--- config.mk ---
export PLATFORM = sky130hd
export DESIGN_NAME = ivl_timer
export DESIGN_NICKNAME = d
export VERILOG_FILES = /design/src/rtl/ivl_timer_pkg.sv /design/src/rtl/ivl_timer_sync.sv /design/src/rtl/ivl_timer_presc.sv /design/src/rtl/ivl_timer_count.sv /design/src/rtl/ivl_timer_regs.sv /design/src/rtl/ivl_timer.sv
export SDC_FILE = /design/constraint.sdc
export NUM_CORES = 1
export LEC_CHECK = 0
export BUFFER_PORTS_ARGS = -buffer_cell sky130_fd_sc_hd__buf_2
export CORE_MARGIN = 4
export CORE_UTILIZATION = 50
export DETAILED_ROUTE_END_ITERATION = 8
export PLACE_DENSITY_LB_ADDON = 0.15
export SLEW_MARGIN = 20
export SYNTH_ARGS = -nofsm -noshare
export SYNTH_HDL_FRONTEND = slang
export SYNTH_SLANG_ARGS = --single-unit
export TNS_END_PERCENT = 10
--- constraint.sdc ---
create_clock -name clk -period 5.2 [get_ports clk]
set_input_delay 1.04 -clock clk [delete_from_list [all_inputs] [get_ports clk]]
set_output_delay 1.04 -clock clk [all_outputs]
set_load 0.01 [all_outputs]
--- src/rtl/ivl_timer_pkg.sv ---
package ivl_timer_pkg;

  // word index of each register
  localparam int          REG_AW  = 2;
  localparam logic [1:0]  A_CTRL  = 2'd0;
  localparam logic [1:0]  A_IVAL  = 2'd1;
  localparam logic [1:0]  A_CUR   = 2'd2;
  localparam logic [1:0]  A_IRQ   = 2'd3;

  // control word fields
  localparam int B_EN     = 0;
  localparam int B_RLD    = 1;
  localparam int B_SRC_LO = 2;
  localparam int B_PRE_LO = 4;
  localparam int B_MODE   = 7;

  // interrupt word fields
  localparam int B_IE     = 0;
  localparam int B_PEND   = 1;

  typedef enum logic [1:0] {
    SRC_OFF  = 2'b00,
    SRC_CORE = 2'b01,
    SRC_PIN  = 2'b10,
    SRC_RSV  = 2'b11
  } src_e;

endpackage

--- src/rtl/ivl_timer_sync.sv ---
module ivl_timer_sync #(
  parameter int STAGES = 2
) (
  input  logic clk,
  input  logic rst,
  input  logic din,
  output logic rise
);
  logic [STAGES-1:0] sh_q;
  logic              last_q;

  always_ff @(posedge clk) begin
    if (rst) begin
      sh_q   <= '0;
      last_q <= 1'b0;
    end else begin
      sh_q   <= {sh_q[STAGES-2:0], din};
      last_q <= sh_q[STAGES-1];
    end
  end

  assign rise = sh_q[STAGES-1] & ~last_q;

  // a detected edge is a single-cycle pulse
  assert_rise_pulse_R8: assert property (@(posedge clk) disable iff (rst)
    rise |=> !rise);
endmodule

--- src/rtl/ivl_timer_presc.sv ---
module ivl_timer_presc #(
  parameter int SEL_W = 3
) (
  input  logic             clk,
  input  logic             rst,
  input  logic             en,
  input  logic             evt,
  input  logic [SEL_W-1:0] sel,
  output logic             tick
);
  localparam int DIV_W = (1 << SEL_W) - 1;

  logic [DIV_W-1:0] cnt_q;
  logic [DIV_W-1:0] mask;

  always_comb begin
    mask = ~({DIV_W{1'b1}} << sel);
    tick = en && evt && ((cnt_q & mask) == mask);
  end

  // divider restarts whenever the timer is off
  always_ff @(posedge clk) begin
    if (rst || !en) cnt_q <= '0;
    else if (evt)   cnt_q <= cnt_q + 1'b1;
  end

  assert_tick_needs_enable_R3: assert property (@(posedge clk) disable iff (rst)
    tick |-> (en && evt));
  assert_divider_idle_R3: assert property (@(posedge clk) disable iff (rst)
    !en |=> (cnt_q == '0));
endmodule

--- src/rtl/ivl_timer_count.sv ---
module ivl_timer_count #(
  parameter int W = 32
) (
  input  logic         clk,
  input  logic         rst,
  input  logic         tick,
  input  logic         up_mode,
  input  logic         wr_cur,
  input  logic [W-1:0] wr_data,
  input  logic         reload,
  input  logic [W-1:0] ival,
  output logic [W-1:0] cur,
  output logic         hit
);
  logic [W-1:0] cur_q;
  logic [W-1:0] nxt;

  always_comb begin
    nxt = cur_q;
    hit = 1'b0;
    if (wr_cur) begin
      nxt = wr_data;
    end else if (reload) begin
      nxt = ival;
    end else if (tick) begin
      if (up_mode) begin
        nxt = cur_q + 1'b1;
        hit = (cur_q == {W{1'b1}});
      end else if (cur_q == '0) begin
        nxt = ival;
      end else begin
        nxt = cur_q - 1'b1;
        hit = (cur_q == {{(W-1){1'b0}}, 1'b1});
      end
    end
  end

  always_ff @(posedge clk) begin
    if (rst) cur_q <= '0;
    else     cur_q <= nxt;
  end

  assign cur = cur_q;

  assert_decrement_R4: assert property (@(posedge clk) disable iff (rst)
    (tick && !up_mode && !wr_cur && !reload && cur_q != '0) |=> (cur_q == $past(cur_q) - 1'b1));
  assert_up_count_R8: assert property (@(posedge clk) disable iff (rst)
    (tick && up_mode && !wr_cur && !reload) |=> (cur_q == $past(cur_q) + 1'b1));
  assert_hold_without_tick_R11: assert property (@(posedge clk) disable iff (rst)
    (!tick && !wr_cur && !reload) |=> $stable(cur_q));
  assert_write_wins_R13: assert property (@(posedge clk) disable iff (rst)
    wr_cur |=> (cur_q == $past(wr_data)));
  assert_reload_copies_R7: assert property (@(posedge clk) disable iff (rst)
    (reload && !wr_cur) |=> (cur_q == $past(ival)));
endmodule

--- src/rtl/ivl_timer_regs.sv ---
module ivl_timer_regs
  import ivl_timer_pkg::*;
#(
  parameter int DW    = 32,
  parameter int SEL_W = 3
) (
  input  logic              clk,
  input  logic              rst,
  input  logic              bus_sel,
  input  logic              bus_wr,
  input  logic [REG_AW-1:0] bus_addr,
  input  logic [DW-1:0]     bus_wdata,
  output logic [DW-1:0]     bus_rdata,
  input  logic [DW-1:0]     cur,
  input  logic              hit,
  output logic              en,
  output src_e              src,
  output logic [SEL_W-1:0]  pre,
  output logic [DW-1:0]     ival,
  output logic              wr_cur,
  output logic              reload,
  output logic              irq
);
  localparam int CTRL_USED = B_MODE + 1;

  logic             en_q, single_q, ie_q, pend_q, irq_q;
  src_e             src_q;
  logic [SEL_W-1:0] pre_q;
  logic [DW-1:0]    ival_q, rdata_q;
  logic             wr_any, ctrl_wr, ival_wr, irq_wr;

  always_comb begin
    wr_any  = bus_sel && bus_wr;
    ctrl_wr = wr_any && (bus_addr == A_CTRL);
    ival_wr = wr_any && (bus_addr == A_IVAL);
    irq_wr  = wr_any && (bus_addr == A_IRQ);
    wr_cur  = wr_any && (bus_addr == A_CUR);
    reload  = ctrl_wr && bus_wdata[B_RLD];
  end

  always_ff @(posedge clk) begin
    if (rst) begin
      en_q     <= 1'b0;
      single_q <= 1'b0;
      src_q    <= SRC_CORE;
      pre_q    <= '0;
    end else if (ctrl_wr) begin
      en_q     <= bus_wdata[B_EN];
      single_q <= bus_wdata[B_MODE];
      src_q    <= src_e'(bus_wdata[B_SRC_LO +: 2]);
      pre_q    <= bus_wdata[B_PRE_LO +: SEL_W];
    end else if (hit && single_q) begin
      en_q     <= 1'b0;
    end
  end

  always_ff @(posedge clk) begin
    if (rst)          ival_q <= '0;
    else if (ival_wr) ival_q <= bus_wdata;
  end

  // pending: set beats clear
  always_ff @(posedge clk) begin
    if (rst) begin
      ie_q   <= 1'b0;
      pend_q <= 1'b0;
      irq_q  <= 1'b0;
    end else begin
      if (irq_wr) ie_q <= bus_wdata[B_IE];
      if (hit)                              pend_q <= 1'b1;
      else if (irq_wr && bus_wdata[B_PEND]) pend_q <= 1'b0;
      irq_q <= pend_q && ie_q;
    end
  end

  always_ff @(posedge clk) begin
    if (rst) begin
      rdata_q <= '0;
    end else if (bus_sel && !bus_wr) begin
      unique case (bus_addr)
        A_CTRL: rdata_q <= {{(DW-CTRL_USED){1'b0}}, single_q, pre_q, src_q, 1'b0, en_q};
        A_IVAL: rdata_q <= ival_q;
        A_CUR:  rdata_q <= cur;
        A_IRQ:  rdata_q <= {{(DW-2){1'b0}}, pend_q, ie_q};
        default: rdata_q <= '0;
      endcase
    end
  end

  assign bus_rdata = rdata_q;
  assign en        = en_q;
  assign src       = src_q;
  assign pre       = pre_q;
  assign ival      = ival_q;
  assign irq       = irq_q;

  assert_pend_from_hit_R9: assert property (@(posedge clk) disable iff (rst)
    $rose(pend_q) |-> $past(hit));
  assert_set_beats_clear_R9: assert property (@(posedge clk) disable iff (rst)
    hit |=> pend_q);
  assert_single_stops_R6: assert property (@(posedge clk) disable iff (rst)
    (hit && single_q && !ctrl_wr) |=> !en_q);
  assert_continuous_runs_R5: assert property (@(posedge clk) disable iff (rst)
    (hit && !single_q && en_q && !ctrl_wr) |=> en_q);
  assert_irq_follows_R10: assert property (@(posedge clk) disable iff (rst)
    irq_q |-> $past(pend_q && ie_q));
endmodule

--- src/rtl/ivl_timer.sv ---
module ivl_timer
  import ivl_timer_pkg::*;
#(
  parameter int CNT_W       = 32,
  parameter int PRE_SEL_W   = 3,
  parameter int SYNC_STAGES = 2
) (
  input  logic              clk,
  input  logic              rst,
  input  logic              bus_sel,
  input  logic              bus_wr,
  input  logic [REG_AW-1:0] bus_addr,
  input  logic [CNT_W-1:0]  bus_wdata,
  output logic [CNT_W-1:0]  bus_rdata,
  input  logic              ext_clk,
  output logic              irq
);
  logic                 en, wr_cur, reload, hit, tick, ext_rise, evt, up_mode;
  src_e                 src;
  logic [PRE_SEL_W-1:0] pre;
  logic [CNT_W-1:0]     ival, cur;

  ivl_timer_regs #(.DW(CNT_W), .SEL_W(PRE_SEL_W)) u_regs (
    .clk(clk), .rst(rst),
    .bus_sel(bus_sel), .bus_wr(bus_wr), .bus_addr(bus_addr),
    .bus_wdata(bus_wdata), .bus_rdata(bus_rdata),
    .cur(cur), .hit(hit),
    .en(en), .src(src), .pre(pre), .ival(ival),
    .wr_cur(wr_cur), .reload(reload), .irq(irq)
  );

  ivl_timer_sync #(.STAGES(SYNC_STAGES)) u_sync (
    .clk(clk), .rst(rst), .din(ext_clk), .rise(ext_rise)
  );

  always_comb begin
    up_mode = (src == SRC_PIN);
    unique case (src)
      SRC_CORE: evt = 1'b1;
      SRC_PIN:  evt = ext_rise;
      default:  evt = 1'b0;
    endcase
  end

  ivl_timer_presc #(.SEL_W(PRE_SEL_W)) u_presc (
    .clk(clk), .rst(rst), .en(en), .evt(evt), .sel(pre), .tick(tick)
  );

  ivl_timer_count #(.W(CNT_W)) u_count (
    .clk(clk), .rst(rst), .tick(tick), .up_mode(up_mode),
    .wr_cur(wr_cur), .wr_data(bus_wdata), .reload(reload),
    .ival(ival), .cur(cur), .hit(hit)
  );

  assert_no_tick_unsourced_R11: assert property (@(posedge clk) disable iff (rst)
    (src == SRC_OFF || src == SRC_RSV) |-> !tick);
endmodule

==> results.txt, run 1 <==
global-route usage over all layers: 0.285
worst hold slack: 442 ps
Post-layout nets: 988
diodes inserted: 0
register share of total power: 0.338
Clock power frac: 0.403
die area: 0.0161 mm^2
worst slew pin tran: 1060 ps
TritonCTS Sinks: 116
synthesized area: 0.00706 mm^2
max-slew violation count: 0
first-pass GRT wire length: 36.5 mm
PD cells: 376 mW/mm^2
worst skew pair latency: 430 ps
Internal: 2.02 mW
H-tree depth: 4
Sum Neg Setup Slack: 0 ps
Core Rows: 43
wire per inst: 20.4 um
P_sw: 0.977 mW
clock root buffer: clkbuf_16
post_cts resized: 0
Hold Vio Cnt, Final: 0
share of layout cells above drive strength 1: 0.145
register area: 0.00232 mm^2
Die Width: 127 um
placed wire-length estimate: 15.8 mm
Seq/Total Area, Yosys: 0.329
Setup CP Type: in -> reg
ANT nets after route: 0
TritonRoute pass-1 iters: 5
max capacitance violation total: 0
Worst path max stage delay: 880 ps
Place WS: 1340 ps
R2R Path End: u_count.cur[17]$_SDFFE_PP0P_
most common cell after layout, fill and taps aside: nand2_1
final worst slack: 1690 ps
area delta synth->final: 12.9%
CP arrival: 3860 ps
final count of negative-setup-slack endpoints: 0
count of cell types in the netlist: 72
clock-pin slew on the worst setup and hold paths: 50 ps
slack of the worst reg-to-reg path: 1730 ps
Hold Buf Count CTS: 0
HP Class: reg -> reg
Clock Skew: 9.95 ps
largest delay contributor family on the critical path: compound AO/OA/AOI/OAI gates
number of synthesized register bits: 116
largest net degree at the start of global routing: 54
port bufs: 71
# IOs: 72
fin crit period: 3510 ps
cell count after synthesis: 924
outcome: completed
placer congestion estimate: 0.960
vias in the first global route: 6618
Worst setup EP type: flop
Critical Path Source Type: primary input
Worst Hold End: u_sync.sh_q[1]$_SDFF_PP0_
Pleak: 2.90 nW
reg2reg path depth: 6
CTS Buf Count: 17
via count of the routed design: 7281
crit share post-route: 0.676
syn nets: 970
DRT iter0 DRCs: 940
Die Height: 127 um
initial antenna violation count: 0
RSZ-0062 raised after global routing: false
residual DRC count: 0
initial core utilization: 0.509
worst-path fanout max: 17
area taken by multi-input logic gates: 0.00427 mm^2
grt ovf: 0
most frequent cells in the layout: 118 x nand2_1, 116 x dfxtp_1, 91 x nor2_1
number of synthesized flops with an enable pin: 0
drt via density: 6.42
total core area: 0.0139 mm^2
Syn Area/Cell: 7.64 um^2
CP Cell Sequence: buf_2 > nor4bb_2 > buf_4 > nand2_1 > nand2_1 > a21oi_2 > buf_4 > a21oi_1 > a211oi_1
Async S/R FF share, synth: 0
Syn. warnings: 0
f_max: 0.285 GHz
top_reg_cell synth: dfxtp_1
Bufs on Longest Clock Path: 2
Switching Fraction: 0.326
CTS tree: done
Worst EP required: 5540 ps
post-CTS setup repair buffer count: 0
normalized max-slew margin: 0.290
slowest cell on the critical path: a21oi_2
hold_sp: u_sync.sh_q[0]$_SDFF_PP0_
hold depth: 1
Max rail drop VDD: 0.000273 V
Filler cells: 1308
WL final: 23.1 mm
Buffers & Inverters on Critical Path: 3
Worst R2R Start: u_count.cur[5]$_SDFFE_PP0P_
combinational share of power: 0.258
[routing by layer]
metal | up-vias | share of wire | GRT usage | wire, um
met1 | 3369 | 0.43 | 0.396 | 10000
met3 | 73 | 0.092 | 0.0640 | 2120
met5 | - | 0 | 0 | 0
li1 | 3471 | - | - | -
met2 | 368 | 0.44 | 0.417 | 10100
met4 | 0 | 0.035 | 0.136 | 813
[cell families after synthesis]
group                      Yosys count  share of synthesized area
xor gates and xnor gates            31                     0.0384
buffers and inverters              107                     0.0712
AOI/OAI and AO/OA                  275                      0.268
adders and majority gates            7                     0.0124
muxes                               14                     0.0221
DFF                                116                      0.329
and+or+nand+nor                    374                      0.259
[power by group through the flow]
stage,clock network (mW),logic [mW],registers [mW]
floorplan,0,0.607,0.982
global placement,0,0.746,1.03
detailed placement,0,0.749,1.03
CTS,1.22,0.756,1.01
global route,1.26,0.832,1.02
finish,1.21,0.774,1.01
[cells in the mapped netlist, drive strengths merged, types with 8 or more instances]
library cell  count  area share
o32ai             8      0.0099
and3              9      0.0080
clkbuf           67       0.040
or4              10       0.012
a22oi            34       0.036
nor2             91       0.048
xnor2            14       0.017
nand3            25       0.018
buf              23       0.022
nor3             29       0.021
mux2i            13       0.018
xor2             17       0.021
nand2           118       0.063
inv              15      0.0080
and2              8      0.0071
o21ai            22       0.016
o221ai           11       0.014
o22ai             8      0.0071
nand2b            9      0.0080
nand4            20       0.018
dfxtp           116        0.33
a21oi            77       0.055
and4              9       0.011
a31oi             8      0.0080
a211oi           44       0.047
nor4             24       0.022
[sequential cells by signal (all words and copies together) (netlist names)]
| name | count |
|---|---|
| u_regs.bus_rdata | 32 |
| u_regs.ival | 32 |
| u_regs.en | 1 |
| u_count.cur | 32 |
| u_regs.single_q | 1 |
| u_presc.cnt_q | 7 |
| u_regs.pend_q | 1 |
| u_regs.irq | 1 |
| u_regs.ie_q | 1 |
| u_regs.src | 2 |
| u_sync.sh_q | 2 |
| u_regs.pre | 3 |
| u_sync.last_q | 1 |
[worst max path at each step]
| stage | slack (ps) | depth (start not counted) | startpoint | endpoint |
|---|---|---|---|---|
| finish | 1690 | 9 | bus_addr[0] | u_count.cur[5]$_SDFFE_PP0P_ |
| global placement | 1440 | 9 | bus_addr[0] | u_count.cur[5]$_SDFFE_PP0P_ |
| detailed placement | 1340 | 9 | bus_addr[0] | u_count.cur[5]$_SDFFE_PP0P_ |
| floorplan | 2470 | 9 | bus_addr[1] | u_count.cur[2]$_SDFFE_PP0P_ |
| CTS | 1780 | 9 | bus_addr[0] | u_count.cur[5]$_SDFFE_PP0P_ |
| global route | 1500 | 9 | bus_addr[0] | u_count.cur[7]$_SDFFE_PP0P_ |
[layout make-up]
class / count / share of cell area
inverter: 16 / 0.00753
tap: 180 / 0.0282
timing repair buffer: 90 / 0.0628
clock inverter: 9 / 0.0160
multi-input combinational: 701 / 0.535
sequential: 116 / 0.291
clock buffer: 22 / 0.0595
[metrics by stage]
stage                     instance area [um^2]  instances  total power [mW]   util
after floorplan                           7060        924              1.59      -
after global placement                    7370       1103              1.77  0.531
after detailed placement                  7370       1103              1.78  0.531
after CTS                                 7970       1134              2.98  0.574
after global routing                      7980       1134              3.11  0.575
final                                     7980       1134              3.00  0.575
Power figures use the tool's default switching activity.
==> inputs of run 2 (changes only) <==
- ABC_AREA: unset -> 1
- clock period: 5.2 -> 3 ns (I/O delays scaled with it)
==> run 2 against run 1 <==
Final area increased by 6.6%. Clock skew fell by 4.2 ps. Wire length is 5.6% higher. Area after synthesis increased by 6.2%. Via count up 7.0%. Critical path type is now reg -> reg. Largest cell class unchanged. Highest routed layer unchanged.
==> results.txt, run 2 <==
outcome: completed
share of layout cells above drive strength 1: 0.144 (-0.000510)
slowest cell on the critical path: o21ai_4
Die Width: 130 um (+2.8%)
Pleak: 3.71 nW (+28%)
residual DRC count: 0 (unchanged)
largest net degree at the start of global routing: 54 (unchanged)
Worst EP required: 3310 ps (-2230 ps)
total core area: 0.0146 mm^2 (+5.1%)
via count of the routed design: 7788 (+7.0%)
Hold Vio Cnt, Final: 0 (unchanged)
Die Height: 130 um (+2.8%)
post_cts resized: 0 (unchanged)
Clock Skew: 5.77 ps (-4.19 ps)
Place WS: 645 ps (-695 ps)
f_max: 0.433 GHz
crit share post-route: 0.771
number of synthesized register bits: 116 (unchanged)
global-route usage over all layers: 0.293 (+0.00885)
number of synthesized flops with an enable pin: 0 (unchanged)
Bufs on Longest Clock Path: 2 (unchanged)
drt via density: 5.54 (-14%)
max capacitance violation total: 0 (unchanged)
Yosys top cell by area: dfxtp_1
Hold Buf Count CTS: 0 (unchanged)
normalized max-slew margin: 0.418 (+0.128)
Setup CP Type: reg -> reg
Worst path max stage delay: 580 ps (-300 ps)
top cells by area, synth: dfxtp_1 31%, nand2_1 13%, o21ai_0 8.5%, a21oi_1 8.4%, nor2_1 7.7%
clock-pin slew on the worst setup and hold paths: 60 ps (about the same)
vias in the first global route: 7354 (+11%)
Async S/R FF share, synth: 0 (unchanged)
Post-layout nets: 1254 (+27%)
worst skew pair latency: 430 ps (about the same)
wire per inst: 17.4 um (-15%)
Max rail drop VDD: 0.000439 V (+61%)
grt ovf: 0 (unchanged)
worst hold slack: 382 ps (-60.2 ps)
fin crit period: 2310 ps
Sum Neg Setup Slack: 0 ps (unchanged)
post-CTS setup repair buffer count: 0 (unchanged)
syn nets: 1215 (+25%)
Core Rows: 44 (+2.3%)
Buffers & Inverters on Critical Path: 0 (-3)
synthesized area: 0.00750 mm^2 (+6.2%)
area taken by multi-input logic gates: 0.00434 mm^2 (+1.7%)
worst-path fanout max: 22 (+5)
CP Cell Sequence: nor2_8 > nand2_4 > nor2_8 > nand3_4 > o21ai_4 > o21ai_0 > nand2_1 > nand2_1 > nand2_1 > a21oi_1
CTS Buf Count: 17 (unchanged)
placed wire-length estimate: 17.8 mm (+13%)
largest delay contributor family on the critical path: compound AO/OA/AOI/OAI gates
cell count after synthesis: 1169 (+27%)
initial antenna violation count: 0 (unchanged)
initial core utilization: 0.514 (+0.00523)
final worst slack: 688 ps (-997 ps)
clock root buffer: clkbuf_16
die area: 0.0170 mm^2 (+5.8%)
Synth top cells by count: 252 x nand2_1, 154 x nor2_1, 128 x o21ai_0
Critical Path Source Type: flop
placer congestion estimate: 0.986 (+2.7%)
worst slew pin tran: 872 ps (-190 ps)
top_reg_cell synth: dfxtp_1
Filler cells: 1507 (+15%)
Syn Area/Cell: 6.42 um^2 (-16%)
most frequent cells in the layout: 252 x nand2_1, 153 x nor2_1, 128 x o21ai_0
port bufs: 71 (unchanged)
register area: 0.00232 mm^2 (unchanged)
area delta synth->final: 13.4%
most common cell after layout, fill and taps aside: nand2_1
CTS tree: done
TritonCTS Sinks: 116 (unchanged)
# IOs: 72 (unchanged)
Most Frequent Cell on Critical Path: nand2_1
final count of negative-setup-slack endpoints: 0 (unchanged)
HP Class: in -> reg
Syn. warnings: 0 (unchanged)
RSZ-0062 raised after global routing: false
Seq/Total Area, Yosys: 0.310 (-0.0191)
PD cells: 594 mW/mm^2 (+58%)
Power, Total: 5.05 mW (+69%)
CP arrival: 2620 ps (-1240 ps)
max-slew violation count: 0 (unchanged)
ANT nets after route: 0 (unchanged)
top-count cell post-synth: nand2_1
DRT iter0 DRCs: 646 (-31%)
diodes inserted: 0 (unchanged)
top cell type's share of synthesized area: 0.310 (-0.0191)
Worst setup EP type: flop
H-tree depth: 4 (unchanged)
WL final: 24.4 mm (+5.6%)
first-pass GRT wire length: 38.8 mm (+6.3%)
TritonRoute pass-1 iters: 6 (+1)
count of cell types in the netlist: 40 (-44%)
[run 2: cell count changes after synthesis, sizes merged, moves of 44 or more]
cell and change:
o21ai +112, nand2 +142, inv +112, a211oi -44
a21oi +50, nor2 +87
[run 2: logic make-up (layout without fill, tap and decap cells)]
family	after synthesis	count (layout)	share of synthesized area
flip-flops	116	116	0.310
adder cells (fa/ha/maj)	7	7	0.0117
AO/OA/AOI/OAI	310	310	0.227
XOR/XNOR	38	38	0.0444
buffers and inverters	196	248	0.113
AND/OR/NAND/NOR	502	502	0.293
[run 2: area by class of cell]
cell class / count / share of cell area
Clock buffer: 17 / 0.0500
Multi-Input combinational cell: 857 / 0.510
Tap cell: 184 / 0.0271
Clock inverter: 15 / 0.0228
Inverter: 127 / 0.0561
Sequential cell: 116 / 0.273
Timing Repair Buffer: 89 / 0.0606
[run 2: final timing paths]
| check | startpoint | end | slack (ps) | cells past startpoint |
|---|---|---|---|---|
| hold reg to reg | u_sync.sh_q[0]$_SDFF_PP0_ | u_sync.sh_q[1]$_SDFF_PP0_ | 410 | 2 |
| setup / recovery | u_count.cur[8]$_SDFFE_PP0P_ | u_count.cur[28]$_SDFFE_PP0P_ | 690 | 10 |
| hold / removal | ext_clk | u_sync.sh_q[0]$_SDFF_PP0_ | 380 | 3 |
| setup reg to reg | u_count.cur[8]$_SDFFE_PP0P_ | u_count.cur[28]$_SDFFE_PP0P_ | 690 | 10 |
[run 2: worst register-to-register path, cell delays in order (launching register included)]
cell	delay, ps
dfxtp_1	460
nor2_8	220
nand2_4	90
nor2_8	170
nand3_4	110
o21ai_4	580
o21ai_0	280
nand2_1	120
nand2_1	50
nand2_1	60
a21oi_1	50
[run 2: where the power goes]
group | internal, mW | switching (mW) | total (mW)
combinational | 0.407 | 0.771 | 1.18
sequential | 1.62 | 0.0957 | 1.71
clock | 1.33 | 0.830 | 2.16
total | 3.35 | 1.70 | 5.05
[run 2: layer usage]
layer  global-route usage  vias to the layer above  share of wire  wire, um
met5                    0                        -              0         0
met4                0.102                        0          0.023       565
met3               0.0549                       39          0.074      1810
met2                0.458                      283           0.44     10700
met1                0.408                     3571           0.47     11400
li1                     -                     3895              -         -
[run 2: through the flow]
stage               std cells  area, um^2   util
detailed placement       1373        7880  0.540
global route             1405        8500  0.583
finish                   1405        8500  0.583
floorplan                1169        7500      -
global placement         1373        7880  0.540
CTS                      1405        8500  0.583
